## config.mk

```make
export PLATFORM = sky130hd
export DESIGN_NAME = crt_timing_gen
export DESIGN_NICKNAME = d
export VERILOG_FILES = /design/src/rtl/crt_pkg.sv /design/src/rtl/crt_regfile.sv /design/src/rtl/crt_hgen.sv /design/src/rtl/crt_vgen.sv /design/src/rtl/crt_timing_gen.sv
export SDC_FILE = /design/constraint.sdc
export NUM_CORES = 1
export LEC_CHECK = 0
export BUFFER_PORTS_ARGS = -buffer_cell sky130_fd_sc_hd__buf_4
export CAP_MARGIN = 40
export CELL_PAD_IN_SITES_DETAIL_PLACEMENT = 1
export CELL_PAD_IN_SITES_GLOBAL_PLACEMENT = 2
export CORE_ASPECT_RATIO = 0.6
export CORE_MARGIN = 2
export CORE_UTILIZATION = 46
export CTS_BUF_LIST = sky130_fd_sc_hd__clkbuf_8
export CTS_CLUSTER_SIZE = 24
export DETAILED_ROUTE_END_ITERATION = 12
export PLACE_DENSITY_LB_ADDON = 0.15
export SYNTH_ARGS = -nofsm -noshare
export SYNTH_HDL_FRONTEND = slang
export SYNTH_SLANG_ARGS = --single-unit
export TNS_END_PERCENT = 20
```

## constraint.sdc

```tcl
create_clock -name clk_i -period 3.2 [get_ports clk_i]
set_input_delay 0.48 -clock clk_i [delete_from_list [all_inputs] [get_ports clk_i]]
set_output_delay 0.48 -clock clk_i [all_outputs]
set_load 0.01 [all_outputs]
```

## src/rtl/crt_pkg.sv

```systemverilog
package crt_pkg;
  localparam int REG_CNT  = 24;
  localparam int IDX_W    = $clog2(REG_CNT);
  localparam int VVAL_W   = 10;
  localparam int PROT_TOP = 7;

  localparam int IX_HTOT = 'h00;
  localparam int IX_HDE  = 'h01;
  localparam int IX_HBS  = 'h02;
  localparam int IX_HBE  = 'h03;
  localparam int IX_HSS  = 'h04;
  localparam int IX_HSE  = 'h05;
  localparam int IX_VTOT = 'h06;
  localparam int IX_OVF  = 'h07;
  localparam int IX_SCAN = 'h09;
  localparam int IX_VSS  = 'h10;
  localparam int IX_VEND = 'h11;
  localparam int IX_VDE  = 'h12;
  localparam int IX_OFS  = 'h13;
  localparam int IX_VBS  = 'h15;
  localparam int IX_VBE  = 'h16;

  localparam int HTOT_ADJ = 4;
  localparam int VTOT_ADJ = 1;

  typedef struct packed {
    logic [7:0]        htotal;
    logic [7:0]        hde_end;
    logic [7:0]        hbs;
    logic [5:0]        hbe;
    logic [7:0]        hss;
    logic [4:0]        hse;
    logic [VVAL_W-1:0] vtotal;
    logic [VVAL_W-1:0] vde_end;
    logic [VVAL_W-1:0] vss;
    logic [3:0]        vse;
    logic [VVAL_W-1:0] vbs;
    logic [7:0]        vbe;
    logic [4:0]        max_scan;
    logic [7:0]        offset;
    logic              hpol;
    logic              vpol;
  } crt_cfg_t;
endpackage

```

## src/rtl/crt_regfile.sv

```systemverilog
module crt_regfile
  import crt_pkg::*;
(
  input  logic       clk_i,
  input  logic       rst_ni,
  input  logic       idx_we_i,
  input  logic       data_we_i,
  input  logic       misc_we_i,
  input  logic [7:0] wdata_i,
  output logic [7:0] rdata_o,
  output logic [7:0] idx_o,
  output logic       prot_o,
  output crt_cfg_t   cfg_o
);
  logic [7:0] regs_q [REG_CNT];
  logic [7:0] idx_q;
  logic [7:0] rdata_q;
  logic [1:0] pol_q;
  logic       in_range, locked;

  assign in_range = idx_q < 8'(REG_CNT);
  assign prot_o   = regs_q[IX_VEND][7];
  assign locked   = prot_o && (idx_q <= 8'(PROT_TOP));

  always_ff @(posedge clk_i or negedge rst_ni) begin
    if (!rst_ni) begin
      for (int i = 0; i < REG_CNT; i++) regs_q[i] <= '0;
      idx_q   <= '0;
      rdata_q <= '0;
      pol_q   <= '0;
    end else begin
      if (idx_we_i) idx_q <= wdata_i;
      if (misc_we_i) pol_q <= wdata_i[7:6];
      if (data_we_i && in_range && !locked) regs_q[idx_q[IDX_W-1:0]] <= wdata_i;
      rdata_q <= in_range ? regs_q[idx_q[IDX_W-1:0]] : 8'h00;
    end
  end

  assign rdata_o = rdata_q;
  assign idx_o   = idx_q;

  // scatter the split fields back together
  always_comb begin
    cfg_o.htotal   = regs_q[IX_HTOT];
    cfg_o.hde_end  = regs_q[IX_HDE];
    cfg_o.hbs      = regs_q[IX_HBS];
    cfg_o.hbe      = {regs_q[IX_HSE][7], regs_q[IX_HBE][4:0]};
    cfg_o.hss      = regs_q[IX_HSS];
    cfg_o.hse      = regs_q[IX_HSE][4:0];
    cfg_o.vtotal   = {regs_q[IX_OVF][5], regs_q[IX_OVF][0], regs_q[IX_VTOT]};
    cfg_o.vde_end  = {regs_q[IX_OVF][6], regs_q[IX_OVF][1], regs_q[IX_VDE]};
    cfg_o.vss      = {regs_q[IX_OVF][7], regs_q[IX_OVF][2], regs_q[IX_VSS]};
    cfg_o.vse      = regs_q[IX_VEND][3:0];
    cfg_o.vbs      = {regs_q[IX_SCAN][5], regs_q[IX_OVF][3], regs_q[IX_VBS]};
    cfg_o.vbe      = regs_q[IX_VBE];
    cfg_o.max_scan = regs_q[IX_SCAN][4:0];
    cfg_o.offset   = regs_q[IX_OFS];
    cfg_o.hpol     = pol_q[0];
    cfg_o.vpol     = pol_q[1];
  end
endmodule

```

## src/rtl/crt_hgen.sv

```systemverilog
module crt_hgen #(
  parameter int HCNT_W = 9
) (
  input  logic              clk_i,
  input  logic              rst_ni,
  input  logic [7:0]        htotal_i,
  input  logic [7:0]        hde_end_i,
  input  logic [7:0]        hbs_i,
  input  logic [5:0]        hbe_i,
  input  logic [7:0]        hss_i,
  input  logic [4:0]        hse_i,
  input  logic              hpol_i,
  output logic [HCNT_W-1:0] hcnt_o,
  output logic              line_end_o,
  output logic              h_disp_o,
  output logic              hblank_o,
  output logic              hsync_o
);
  logic [HCNT_W-1:0] hcnt_q;
  logic hb_q, hs_act_q, hs_q;
  logic hb_nxt, hs_nxt;

  // >= so a shortened total never strands the counter
  assign line_end_o = hcnt_q >= (HCNT_W'(htotal_i) + HCNT_W'(crt_pkg::HTOT_ADJ));
  assign h_disp_o   = hcnt_q <= HCNT_W'(hde_end_i);

  assign hb_nxt = (hcnt_q == HCNT_W'(hbs_i)) | (hb_q & (hcnt_q[5:0] != hbe_i));
  assign hs_nxt = (hcnt_q == HCNT_W'(hss_i)) | (hs_act_q & (hcnt_q[4:0] != hse_i));

  always_ff @(posedge clk_i or negedge rst_ni) begin
    if (!rst_ni) begin
      hcnt_q   <= '0;
      hb_q     <= 1'b0;
      hs_act_q <= 1'b0;
      hs_q     <= 1'b0;
    end else begin
      hcnt_q   <= line_end_o ? '0 : hcnt_q + 1'b1;
      hb_q     <= hb_nxt;
      hs_act_q <= hs_nxt;
      hs_q     <= hs_nxt ^ hpol_i;
    end
  end

  assign hcnt_o   = hcnt_q;
  assign hblank_o = hb_q;
  assign hsync_o  = hs_q;
endmodule

```

## src/rtl/crt_vgen.sv

```systemverilog
module crt_vgen #(
  parameter int VCNT_W = 11,
  parameter int ADDR_W = 16
) (
  input  logic              clk_i,
  input  logic              rst_ni,
  input  logic              line_end_i,
  input  logic              h_disp_i,
  input  logic [9:0]        vtotal_i,
  input  logic [9:0]        vde_end_i,
  input  logic [9:0]        vss_i,
  input  logic [3:0]        vse_i,
  input  logic [9:0]        vbs_i,
  input  logic [7:0]        vbe_i,
  input  logic [4:0]        max_scan_i,
  input  logic [7:0]        offset_i,
  input  logic              vpol_i,
  output logic [VCNT_W-1:0] vcnt_o,
  output logic              frame_end_o,
  output logic              vblank_o,
  output logic              vsync_o,
  output logic              de_o,
  output logic [ADDR_W-1:0] line_addr_o
);
  localparam int STEP_W = 11;

  logic [VCNT_W-1:0] vcnt_q;
  logic [4:0]        scan_q;
  logic [ADDR_W-1:0] addr_q;
  logic vb_q, vs_act_q, vs_q, de_q;
  logic vb_nxt, vs_nxt, v_disp;
  logic [ADDR_W-1:0] step;

  assign frame_end_o = line_end_i &&
                       (vcnt_q >= (VCNT_W'(vtotal_i) + VCNT_W'(crt_pkg::VTOT_ADJ)));
  assign v_disp = vcnt_q <= VCNT_W'(vde_end_i);
  assign step   = ADDR_W'(STEP_W'({offset_i, 3'b000}));

  assign vb_nxt = (vcnt_q == VCNT_W'(vbs_i)) | (vb_q & (vcnt_q[7:0] != vbe_i));
  assign vs_nxt = (vcnt_q == VCNT_W'(vss_i)) | (vs_act_q & (vcnt_q[3:0] != vse_i));

  always_ff @(posedge clk_i or negedge rst_ni) begin
    if (!rst_ni) begin
      vcnt_q   <= '0;
      scan_q   <= '0;
      addr_q   <= '0;
      vb_q     <= 1'b0;
      vs_act_q <= 1'b0;
      vs_q     <= 1'b0;
      de_q     <= 1'b0;
    end else begin
      if (frame_end_o) begin
        vcnt_q <= '0;
        scan_q <= '0;
        addr_q <= '0;
      end else if (line_end_i) begin
        vcnt_q <= vcnt_q + 1'b1;
        if (scan_q >= max_scan_i) begin
          scan_q <= '0;
          addr_q <= addr_q + step;
        end else begin
          scan_q <= scan_q + 1'b1;
        end
      end
      vb_q     <= vb_nxt;
      vs_act_q <= vs_nxt;
      vs_q     <= vs_nxt ^ vpol_i;
      de_q     <= h_disp_i & v_disp;
    end
  end

  assign vcnt_o      = vcnt_q;
  assign vblank_o    = vb_q;
  assign vsync_o     = vs_q;
  assign de_o        = de_q;
  assign line_addr_o = addr_q;
endmodule

```

## src/rtl/crt_timing_gen.sv

```systemverilog
module crt_timing_gen
  import crt_pkg::*;
#(
  parameter int HCNT_W = 9,
  parameter int VCNT_W = 11,
  parameter int ADDR_W = 16
) (
  input  logic              clk_i,
  input  logic              rst_ni,
  input  logic              idx_we_i,
  input  logic              data_we_i,
  input  logic              misc_we_i,
  input  logic [7:0]        wdata_i,
  output logic [7:0]        rdata_o,
  output logic              hsync_o,
  output logic              vsync_o,
  output logic              hblank_o,
  output logic              vblank_o,
  output logic              de_o,
  output logic [ADDR_W-1:0] line_addr_o
);
  crt_cfg_t          cfg;
  logic [7:0]        idx;
  logic              prot;
  logic [HCNT_W-1:0] hcnt;
  logic [VCNT_W-1:0] vcnt;
  logic              line_end, frame_end, h_disp;

  crt_regfile u_regs (
    .clk_i, .rst_ni, .idx_we_i, .data_we_i, .misc_we_i, .wdata_i,
    .rdata_o, .idx_o(idx), .prot_o(prot), .cfg_o(cfg)
  );

  crt_hgen #(.HCNT_W(HCNT_W)) u_hgen (
    .clk_i, .rst_ni,
    .htotal_i(cfg.htotal), .hde_end_i(cfg.hde_end), .hbs_i(cfg.hbs),
    .hbe_i(cfg.hbe), .hss_i(cfg.hss), .hse_i(cfg.hse), .hpol_i(cfg.hpol),
    .hcnt_o(hcnt), .line_end_o(line_end), .h_disp_o(h_disp),
    .hblank_o, .hsync_o
  );

  crt_vgen #(.VCNT_W(VCNT_W), .ADDR_W(ADDR_W)) u_vgen (
    .clk_i, .rst_ni, .line_end_i(line_end), .h_disp_i(h_disp),
    .vtotal_i(cfg.vtotal), .vde_end_i(cfg.vde_end), .vss_i(cfg.vss),
    .vse_i(cfg.vse), .vbs_i(cfg.vbs), .vbe_i(cfg.vbe),
    .max_scan_i(cfg.max_scan), .offset_i(cfg.offset), .vpol_i(cfg.vpol),
    .vcnt_o(vcnt), .frame_end_o(frame_end), .vblank_o, .vsync_o, .de_o,
    .line_addr_o
  );
endmodule

```

==> Word level (Yosys, flattened, before mapping) <==
Index checks and enable logic that the tools add are counted.
{ "totals": {"input_bits": 13, "out_inout_bits": 29, "ff_bits": 258, "elab_cells": 98} }
{ "classes": {"bitwise": 12, "addsub": 6, "n_eq_ne": 8, "n_mux": 16, "n_lt_le_gt_ge": 9, "n_reduce_logical": 9} }
{ "op_table": {"columns": ["op", "n"], "rows": [
  ["$bwmux W192", 1],
  ["$mux W16", 3],
  ["$bmux W8 S5", 1],
  ["$demux W8 S5", 1],
  ["$mux W8", 4],
  ["$eq A11 B10 Y1", 2],
  ["$mux W11", 2],
  ["$eq A9 B8 Y1", 2],
  ["$add A16 B11 Y16", 1],
  ["$mux W5", 3],
  ["$add A10 B1 Y11 const B", 1],
  ["$add A11 B1 Y11 const B", 1],
  ["$ge A11 B11 Y1", 1],
  ["$le A11 B10 Y1", 1],
  ["$add A8 B3 Y9 const B", 1],
  ["$add A9 B1 Y9 const B", 1],
  ["$ge A9 B9 Y1", 1],
  ["$le A9 B8 Y1", 1],
  ["$mux W9", 1],
  ["$le A8 B3 Y1 const B", 1],
  ["$lt A8 B5 Y1 const B", 1],
  ["$ne A8 B8 Y1", 1],
  ["$ge A6 B6 Y1 const B", 1],
  ["$lt A6 B1 Y1 const B", 1],
  ["13 further kinds", 26]
]} }

==> Longest topological paths before layout <==
Gate-level depths: netlist (run 1).
{ "logic_depth": {"ltp_word": 6, "depth_mapped": 15, "depth_no_buf": 12} }

==> Hierarchy <==
Synthesis (run 1) repeated with hierarchy kept, for this count alone.
{ "unflattened": {"hier_cells": 1239, "hier_area_um2": 14662.8} }
{ "by_module_without_submodules": {"columns": ["module", "seq_area_each_um2", "instances", "area_each_um2", "cells_each"], "rows": [
  ["crt_regfile", 5255.0, 1, 10356.2, 755],
  ["crt_vgen", 825.8, 1, 2977.9, 337],
  ["crt_hgen", 300.3, 1, 1328.8, 147]
]} }

==> Worst setup path before layout (run 1) <==
No wires, ideal clock.
{ "synth_path": {"path_kind": "flip-flop to flip-flop", "start": "register u_regs.regs_q, in the netlist u_regs.cfg_o[57]", "end": "register u_vgen.addr_q[12], in the netlist u_vgen.line_addr_o[12]", "path_stages_with_launch": 13, "synth_period_minus_slack_ps": 2833, "path_buffers": 0, "arrival_time_ps": 2718, "setup_time_ps": 116, "path_slack_ps": 367, "t_required_ps": 3084, "path_cell_list": "dfrtp_1 ha_1 nand3_1 nor2_1 nand3_1 xor2_1 ha_1 a21oi_1 o21ai_0 a31o_2 nor2_1 nand2_1 o311ai_0"} }
{ "synth_between": {"elab_chain_cells": 5, "word_cells_on_any_way": 7, "cone_classes": "add/sub (1); order compare (1); mux (1); reduce/logical (4)"} }
{ "synth_lines": {"columns": ["element", "line", "text"], "rows": [
  ["start, declared", "crt_regfile.sv:15", "logic [7:0] regs_q [REG_CNT];"],
  ["start signal, assigned by index", "crt_regfile.sv:34", "if (data_we_i && in_range && !locked) regs_q[idx_q[IDX_W-1:0]] <= wdata_i;"],
  ["$add A10 B1 Y11 (*)", "crt_vgen.sv:35", "(vcnt_q >= (VCNT_W'(vtotal_i) + VCNT_W'(crt_pkg::VTOT_ADJ)));"],
  ["$ge A11 B11 Y1 (*)", "crt_vgen.sv:35", null],
  ["$logic_and A1 B1 Y1 (*)", "crt_vgen.sv:34", "assign frame_end_o = line_end_i &&"],
  ["$reduce_bool A2 Y1 (no line)", null, null],
  ["$reduce_and A2 Y1 (no line)", null, null],
  ["end signal, assigned", "crt_vgen.sv:60", "addr_q <= addr_q + step;"],
  ["end, declared", "crt_vgen.sv:29", "logic [ADDR_W-1:0] addr_q;"]
]} }
Every way passes the cells marked *; elsewhere a longest branch is shown, timed or not.
A chain may end at the register's enable or synchronous reset.

==> Worst setup path in the final report (run 1) <==
{ "layout_path": {"start": "register u_regs.regs_q, in the netlist u_regs.cfg_o[104]", "end": "register u_vgen.vcnt_q[6], in the netlist u_vgen.vcnt_o[6]"} }
{ "layout_between": {"elab_chain_cells": 4, "word_cells_on_any_way": 5, "cone_classes": "add/sub (1); order compare (1); mux (1); reduce/logical (2)"} }
{ "layout_lines": {"columns": ["element", "line", "text"], "rows": [
  ["$add A8 B3 Y9 (*)", "crt_hgen.sv:24", "assign line_end_o = hcnt_q >= (HCNT_W'(htotal_i) + HCNT_W'(crt_pkg::HTOT_ADJ));"],
  ["$ge A9 B9 Y1 (*)", "crt_hgen.sv:24", null],
  ["$logic_and A1 B1 Y1", "crt_vgen.sv:34", null],
  ["$mux W11 / $reduce_bool A2 Y1 (equally long branches)", null, null],
  ["end signal, assigned", "crt_vgen.sv:57", "vcnt_q <= vcnt_q + 1'b1;"],
  ["end, declared", "crt_vgen.sv:27", "logic [VCNT_W-1:0] vcnt_q;"]
]} }
Marks and branches as above.

==> metrics.yaml, run 1 <==
run_status: "complete, no violations"
path_max_fanout: 21
netlist_instances: 1079
postSynthAreaPerCell_um2: 12.76
post_cts.repair.setup_buffers: 0
start_kind: "register"
synthDominantCellAreaShare_pct: 46.34
finalCritPeriodShare_pct: 92.25
seqCellArea_um2: 6387
detail-route-antenna-nets: 0
timing.max_slew.rel_slack_pct: 36.02
gr-usage-all-layers_pct: 25.93
io_buffer_count: 38
die-height_um: 138.0
num_io_pins: 42
global_route_track_usage_on_met1_pct: 41.46
clockRootBuffer: "sky130_fd_sc_hd__clkbuf_8"
critPathLaunch: "u_regs.cfg_o[104]"
initial_utilization_pct: 46.40
grt_antenna_before_repair: 0
nNetsFinal: 1213
synth_seq_cells: 255
fillCellCount: 3044
timing_max_transition_violations_final: 0
power_density_nw_per_um2: 628.8
grt_first_pass_wirelength_um: 61380
route.vias.total: 9219
overflow: 0
hold_violations: 0
gr-usage-met3_pct: 5.335
grt_start_max_net_pins: 81
irDropWorstVdd_uv: 395.5
dpl_cell_area_um2: 14650
grt_pass1_vias: 9740
tritoncts: "done"
clock_tree.buffer_depth: 3
clk_transition_reported_paths_ns: 0.07
final.setup.tns_ns: 0
grt_setup_unrepaired: "false"
drive_above_1_share_pct: 37.66
dp.final_hpwl_um: 27800
routed_len_inst_um: 24.85
first_pass_iters: 4
synth_area_leaders: "sky130_fd_sc_hd__dfrtp_1 (46%), sky130_fd_sc_hd__mux2_2 (16%), sky130_fd_sc_hd__mux4_2 (7.9%)"
worstHoldPathType: "in2reg"
seq_area_frac_synth_pct: 46.34
area_delta_synth_final_pct: 12.61
insertedDiodeCount: 0
r2r_start: "u_regs.cfg_o[104]"
fp.coreArea_um2: 29670
num_rows: 49
synthesis.yosys.warnings: 0
total_clock_buffers_created_by_cts: 41
maxCapViolations: 0
gr-max-usage-layer: "met1"
synth_edf_count: 0
initialDrtViolationCount: 634
groute.layer.met2.usage_pct: 36.33
ys.flop_type: "sky130_fd_sc_hd__dfrtp_1"
synthDominantAreaCellType: "sky130_fd_sc_hd__dfrtp_1"
wl_um: 39250
die-area_um2: 31380
crit_required_ns: 3.65
gp_congestion: 0.8106
fin_worst_skew_ns: 0.02805
fin_crit_ns: 2.952
finalInstanceArea_um2: 15510
mostFrequentLayoutCell: "sky130_fd_sc_hd__dfrtp_1"
leakage_power_nw: 7.422
hold_path_startpoint: "idx_we_i"
htreeDepth: 2
drt_drc_violations_left: 0
insertion_delay_ns: 0.58
tightest_slew_ns: 0.9534
floorplan.die.width_um: 227.4
number_of_cells_on_the_worst_hold_path: 2
p_total_mw: 9.751
reg2reg_depth: 11
critPathKind: "reg2reg"
yosys.cell_types.count: 69
setup_viol: 0
final_core_util_pct: 52.26
async_sr_flop_fraction_pct: 100.0
clock.fmax_mhz: 338.8
multi_input_area_um2: 6977
worst_ep_arrival_time_ns: 3.40
route.detailed.vias_per_inst: 5.839
most_used_cells_in_the_layout_excluding_fill_and_tap_cells: "sky130_fd_sc_hd__dfrtp_1 (252), sky130_fd_sc_hd__mux2_2 (201), sky130_fd_sc_hd__buf_4 (82), sky130_fd_sc_hd__ha_1 (56)"
num_clock_sinks: 255
setup.worst_path.end_class: "register"
netlist_area_um2: 13770
## worst max-delay path: stages, from the launching register on
cell                       delay, ns
sky130_fd_sc_hd__dfrtp_1        0.45
sky130_fd_sc_hd__ha_1           0.24
sky130_fd_sc_hd__nand3_1        0.10
sky130_fd_sc_hd__xor2_1         0.15
sky130_fd_sc_hd__ha_1           0.30
sky130_fd_sc_hd__and4_1         0.23
sky130_fd_sc_hd__a221oi_1       0.26
sky130_fd_sc_hd__o21ai_0        0.21
sky130_fd_sc_hd__a21oi_2        0.32
sky130_fd_sc_hd__buf_4          0.33
sky130_fd_sc_hd__or4_1          0.16
sky130_fd_sc_hd__o21ai_0        0.08
## repair_timing
| item | CTS | global route |
|---|---|---|
| hold endpoints to repair | 74 | 0 |
| gates resized for setup | 0 | 11 |
| endpoints found under the setup margin | 0 | 20 |
| hold buffers | 1 | 0 |
## power by group
group | switching (mW) | leakage, nW | internal (mW) | total, mW
Sequential | 0.355 | 3.48 | 3.58 | 3.93
Combinational | 1.69 | 3.48 | 1.24 | 2.93
Clock | 1.36 | 0.466 | 1.53 | 2.89
Total | 3.41 | 7.42 | 6.34 | 9.75
## path summary, 6_finish.rpt
path                                          to  slack (ns)
setup / recovery                u_vgen.vcnt_o[6]        0.25
hold / removal                   u_regs.idx_o[2]        0.24
setup reg to reg                u_vgen.vcnt_o[6]        0.25
hold reg to reg                   u_hgen.hsync_o        0.49
max in group asynchronous       u_hgen.hcnt_o[6]        1.86
min in group asynchronous  u_vgen.line_addr_o[9]        0.48
## area by class of cell
cell class                 count  area share, %
clock buffer                  48          4.260
timing repair buffer          86          4.390
tap                          408          3.292
multi-input combinational    723          44.99
inverter                      36         0.8795
clock inverter                23         0.9925
sequential                   255          41.19
## synthesized netlist by cell type, drive strengths merged (29+ instances only)
cell    number
dfrtp      255
mux2       209
ha          56
mux4        48
nand2       45
xnor2       43
nand3       42
xor2        42
clkbuf      38
nor2        38
inv         35
buf         29
## metal layers
metal | part of all wire (%) | up-vias
li1 | - | 4093
met1 | 52 | 4882
met2 | 42 | 204
met3 | 5.1 | 40
met4 | 1.3 | 0
met5 | 0 | -
## cell families after synthesis
group           count (synthesis)  share of synthesized area (%)
compound gates                126                          6.288
xor+xnor                       85                          5.407
fa+ha+maj                      57                          5.234
buf+inv                       103                          3.271
flops                         255                          46.34
mux                           257                          25.16
other cells                     1                        0.02723
simple gates                  195                          8.269
## registers in the layout (all words and copies together) (netlist names), 2 cells and up
signal              count
u_hgen.hcnt_o           9
u_regs.cfg_o          108
u_regs.pol_q            2
u_vgen.vcnt_o          11
u_regs.idx_o            8
u_vgen.scan_q           5
u_vgen.line_addr_o     13
u_regs.rdata_o          8
u_regs.regs_q          83
## stage by stage
stage | hold slack [ns] | worst slack, ns | std cells
floorplan | 0.1844 | 0.3665 | 1081
global placement | 0.4829 | 0.1311 | 1507
detailed placement | 0.4927 | 0.03953 | 1507
CTS | 0.1945 | 0.007931 | 1579
global route | 0.2103 | 0.02334 | 1579
finish | 0.2377 | 0.2481 | 1579
Power figures use the tool's default switching activity.
==> run 2: changes to the inputs <==
==> constraint.sdc (replaced) <==
create_clock -name clk_i -period 3.2 [get_ports clk_i]
set_input_delay 0.64 -clock clk_i [delete_from_list [all_inputs] [get_ports clk_i]]
set_output_delay 0.64 -clock clk_i [all_outputs]
set_load 0.01 [all_outputs]
==> metrics.yaml, run 2 (synthesized netlist as in run 1, its figures left out) <==
most_used_cells_in_the_layout_excluding_fill_and_tap_cells: "sky130_fd_sc_hd__dfrtp_1 (252), sky130_fd_sc_hd__mux2_2 (201), sky130_fd_sc_hd__buf_4 (78), sky130_fd_sc_hd__ha_1 (56), sky130_fd_sc_hd__clkbuf_8 (52)"
reg2reg_depth: 11
critPathKind: "reg2reg"
fin_crit_ns: 2.964
placed_cells: 1505
path_max_fanout: 11
insertedDiodeCount: 0
tritoncts: "done"
gr-usage-all-layers_pct: 25.75
first_pass_iters: 4
num_rows: 49
grt_start_max_net_pins: 77
route.detailed.vias_per_inst: 5.788
cp_max_stage_delay_ns: 0.46
tightest_slew_ns: 0.8153
die-area_um2: 31380
power_density_nw_per_um2: 635.2
final-instance-count-excl-fill: 1579
io_buffer_count: 38
critical_path.most_common_cell: "sky130_fd_sc_hd__ha_1"
dpl_cell_area_um2: 14650
dp.final_hpwl_um: 27720
htreeDepth: 2
insertion_delay_ns: 0.57
num_io_pins: 42
clock.fmax_mhz: 337.4
clockRootBuffer: "sky130_fd_sc_hd__clkbuf_8"
wirelength_met1_um: 20500
floorplan.die.width_um: 227.4
leakage_power_nw: 7.434
highest_layer: "met4"
reg_to_reg_slack_setup_ns: 0.24
grt_antenna_before_repair: 0
timing.max_slew.rel_slack_pct: 45.64
crit_required_ns: 3.66
worst_ep_arrival_time_ns: 3.42
post_cts.repair.setup_buffers: 0
timing_max_transition_violations_final: 0
start_kind: "register"
num_clock_sinks: 255
wl_um: 38920
fin_worst_skew_ns: 0.02824
final_core_util_pct: 52.40
overflow: 0
initial_utilization_pct: 46.40
r2r_start: "u_regs.cfg_o[105]"
detail-route-antenna-nets: 0
flip_flop_count_of_the_largest_register_after_layout: 108
finalCritPeriodShare_pct: 92.61
detailroute.wirelength.met3_um: 1697
nNetsFinal: 1211
grt_first_pass_wirelength_um: 60780
fp.coreArea_um2: 29670
run_status: "complete, no violations"
total_clock_buffers_created_by_cts: 42
hold_violations: 0
grt_pass1_vias: 9699
worstHoldPathType: "in2async"
grt_setup_unrepaired: "false"
layout_setup_ws_ns: 0.2365
drive_above_1_share_pct: 37.83
maxCapViolations: 0
critical_path.cell_chain: "ha_1 > nand3_1 > xor2_1 > ha_1 > and4_1 > a221oi_1 > o21ai_0 > a21oi_2 > nor2_4 > buf_4 > a32o_1"
reg2reg_to: "u_vgen.line_addr_o[3]"
routed_len_inst_um: 24.65
cts_hold_repair.buffers: 0
irDropWorstVdd_uv: 270.8
met2RoutedLength_um: 16170
drt_drc_violations_left: 0
mostFrequentLayoutCell: "sky130_fd_sc_hd__dfrtp_1"
clock_tree.buffer_depth: 3
p_total_mw: 9.876
slowest_cell_on_the_critical_path: "sky130_fd_sc_hd__dfrtp_1"
clk_transition_reported_paths_ns: 0.07
finalInstanceArea_um2: 15550
die-height_um: 138.0
initialDrtViolationCount: 493
area_delta_synth_final_pct: 12.92
post_place_setup_slack_ns: -0.04981
gp_congestion: 0.8261
setup_viol: 0
setup.worst_path.end_class: "register"
route.vias.total: 9140
==> run 2: layout make-up <==
| cell class | instances | area (um2) |
|---|---|---|
| Fill cell | 3062 | 14120 |
| Tap cell | 408 | 510.5 |
| Clock buffer | 52 | 715.7 |
| Inverter | 36 | 136.4 |
| Timing Repair Buffer | 83 | 671.9 |
| Sequential cell | 255 | 6387 |
| Multi-Input combinational cell | 723 | 6977 |
| Clock inverter | 22 | 150.1 |
==> run 2: worst max path at each step <==
stage	to	cells after the start	startpoint
after floorplan	u_vgen.line_addr_o[12]	12	u_regs.cfg_o[57]
after global placement	u_vgen.line_addr_o[3]	12	u_regs.cfg_o[58]
after detailed placement	u_vgen.line_addr_o[5]	12	u_regs.cfg_o[58]
after CTS	u_vgen.line_addr_o[5]	13	u_regs.cfg_o[58]
after global routing	u_vgen.vcnt_o[7]	12	u_regs.cfg_o[58]
final	u_vgen.line_addr_o[3]	11	u_regs.cfg_o[105]
==> run 2: what timing repair did <==
action,in CTS,in global routing
cloned,0,0
resized for setup,1,9
pin swaps,0,1
setup endpoints to repair,8,20
==> run 2: metrics by stage <==
step,setup TNS [ns],hold slack (ns)
2_1_floorplan,0,0.3444
6_report,0,0.05653
5_1_grt,0,0.07748
3_3_place_gp,0,0.4630
4_1_cts,0,0.06765
3_5_place_dp,-0.2635,0.4645
==> run 2: layer usage <==
layer,track usage [%],vias to the layer above
met4,5.229,0
met1,41.58,4818
met5,0,-
met3,4.655,52
li1,-,4095
met2,35.83,175
==> run 2: power breakdown <==
part	total, mW	internal, mW	switching, mW
logic	2.92	1.25	1.67
clock network	3.03	1.63	1.40
registers	3.93	3.58	0.350
==> run 2: worst max-delay path, delay by kind of cell, from the launching register on <==
family                     cells  cell delay, ns
DFF                            1            0.46
AOI/OAI and AO/OA              4            1.10
buffers and inverters          1            0.19
and+or+nand+nor                3            0.42
xor gates and xnor gates       1            0.15
adders and majority gates      2            0.54
==> run 3: changes to the inputs <==
MAX_ROUTING_LAYER = met4   (was not set)
==> metrics.yaml, run 3 (synthesized netlist as in run 1, its figures left out) <==
crit_required_ns: 3.66
nNetsFinal: 1211
initial_utilization_pct: 46.40
p_switching_mw: 3.411
io_buffer_count: 38
insertion_delay_ns: 0.58
initialDrtViolationCount: 522
clock_tree.buffer_depth: 3
clockRootBuffer: "sky130_fd_sc_hd__clkbuf_8"
worstPathBufferInverterCount: 1
route.vias.total: 9077
num_io_pins: 42
flip_flop_count_of_the_largest_register_after_layout: 108
drt_drc_violations_left: 0
run_status: "complete, no violations"
overflow: 0
slowest_cell_on_the_critical_path: "sky130_fd_sc_hd__dfrtp_1"
setup.worst_path.end_class: "register"
sw_frac_of_total_pct: 34.57
grt_setup_unrepaired: "false"
gp_congestion: 0.8387
detail-route-antenna-nets: 0
dp.final_hpwl_um: 27720
seqPwrFrac_pct: 39.8
cts_hold_repair.buffers: 0
r2r_start: "u_regs.cfg_o[105]"
post_place_setup_slack_ns: -0.04981
critPathTopFamily: "compound AO/OA/AOI/OAI gates"
path_max_fanout: 11
start_kind: "register"
worstHoldPathType: "in2async"
mostFrequentLayoutCell: "sky130_fd_sc_hd__dfrtp_1"
floorplan.die.width_um: 227.4
clk_transition_reported_paths_ns: 0.07
num_rows: 49
die-height_um: 138.0
first_pass_iters: 4
maxCapViolations: 0
insertedDiodeCount: 0
route.detailed.vias_per_inst: 5.749
most_used_cells_in_the_layout_excluding_fill_and_tap_cells: "sky130_fd_sc_hd__dfrtp_1 (252), sky130_fd_sc_hd__mux2_2 (201), sky130_fd_sc_hd__buf_4 (78), sky130_fd_sc_hd__ha_1 (56), sky130_fd_sc_hd__clkbuf_8 (52)"
fin_worst_skew_ns: 0.02834
tightest_slew_ns: 0.8150
worst_ep_arrival_time_ns: 3.45
drive_above_1_share_pct: 37.83
grt_antenna_before_repair: 0
hold_violations: 0
holdWs_ns: 0.05334
clock_power_share_pct: 30.6
grt_start_max_net_pins: 77
critical_path.most_common_cell: "sky130_fd_sc_hd__ha_1"
critical_path.cell_chain: "ha_1 > nand3_1 > xor2_1 > ha_1 > and4_1 > a221oi_1 > o21ai_0 > a21oi_2 > nor2_4 > buf_4 > a32o_1"
critPathLaunch: "u_regs.cfg_o[105]"
grt_first_pass_wirelength_um: 60710
leakage_power_nw: 7.434
timing_max_transition_violations_final: 0
fin_crit_ns: 2.988
gr-usage-all-layers_pct: 26.51
timing.max_slew.rel_slack_pct: 45.67
critPathKind: "reg2reg"
finalCritPeriodShare_pct: 93.36
combPwrFrac_pct: 29.6
grt_pass1_vias: 9690
p_total_mw: 9.867
tritoncts: "done"
clock.fmax_mhz: 334.7
num_clock_sinks: 255
area_delta_synth_final_pct: 12.92
total_clock_buffers_created_by_cts: 42
cp_max_stage_delay_ns: 0.45
irDropWorstVdd_uv: 270.9
power_density_nw_per_um2: 634.6
p_int_mw: 6.456
htreeDepth: 2
routed_len_inst_um: 24.65
layout_setup_ws_ns: 0.2125
die-area_um2: 31380
setup_viol: 0
fp.coreArea_um2: 29670
wl_um: 38930
run 3: per-layer routing:
metal / vias to the layer above / track usage [%] / routed length [um]
met5: - / - / 0
met4: 0 / 5.229 / 558
met3: 52 / 4.655 / 1699
met2: 162 / 35.72 / 16130
met1: 4764 / 41.58 / 20540
li1: 4099 / - / -
run 3: final cells by class:
cell class,instances,area (um2)
inverters,36,136.4
clock inverters,22,150.1
multi-input cells,723,6977
repair buffers,83,671.9
well taps,408,510.5
flip-flops and latches,255,6387
fillers,3062,14120
clock buffers,52,715.7
run 3: path summary, 6_finish.rpt:
check,slack [ns],endpoint,cells past startpoint
max,0.21,u_vgen.line_addr_o[4],11
min,0.05,u_vgen.line_addr_o[9],1
max reg2reg,0.21,u_vgen.line_addr_o[4],11
min reg2reg,0.48,u_hgen.hsync_o,1
max in group asynchronous,2.32,u_regs.rdata_o[3],2
min in group clk_i,0.39,u_regs.pol_q[1],2
run 3: what timing repair did:
item,CTS,global route
pin swaps,0,1
setup buffers,0,0
cloned,0,0
hold endpoints to repair,0,0
endpoints found under the setup margin,8,20
gates resized for setup,1,9
run 3: power by group through the flow:
stage                     Clock (mW)  Sequential (mW)  Combinational [mW]
after detailed placement           0             3.99                2.83
after global placement             0             3.98                2.77
after floorplan                    0             3.86                1.81
after CTS                       3.08             3.93                2.86
after global routing            3.22             3.98                3.21
final                           3.02             3.93                2.92
run 3: through the flow:
| step | area, um2 | TNS (ns) | util (%) | std cells |
|---|---|---|---|---|
| after floorplan | 13780 | 0 | - | 1081 |
| after global placement | 14650 | 0 | 49.37 | 1505 |
| after detailed placement | 14650 | -0.2635 | 49.37 | 1505 |
| after CTS | 15520 | 0 | 52.30 | 1579 |
| after global routing | 15550 | 0 | 52.40 | 1579 |
| final | 15550 | 0 | 52.40 | 1579 |
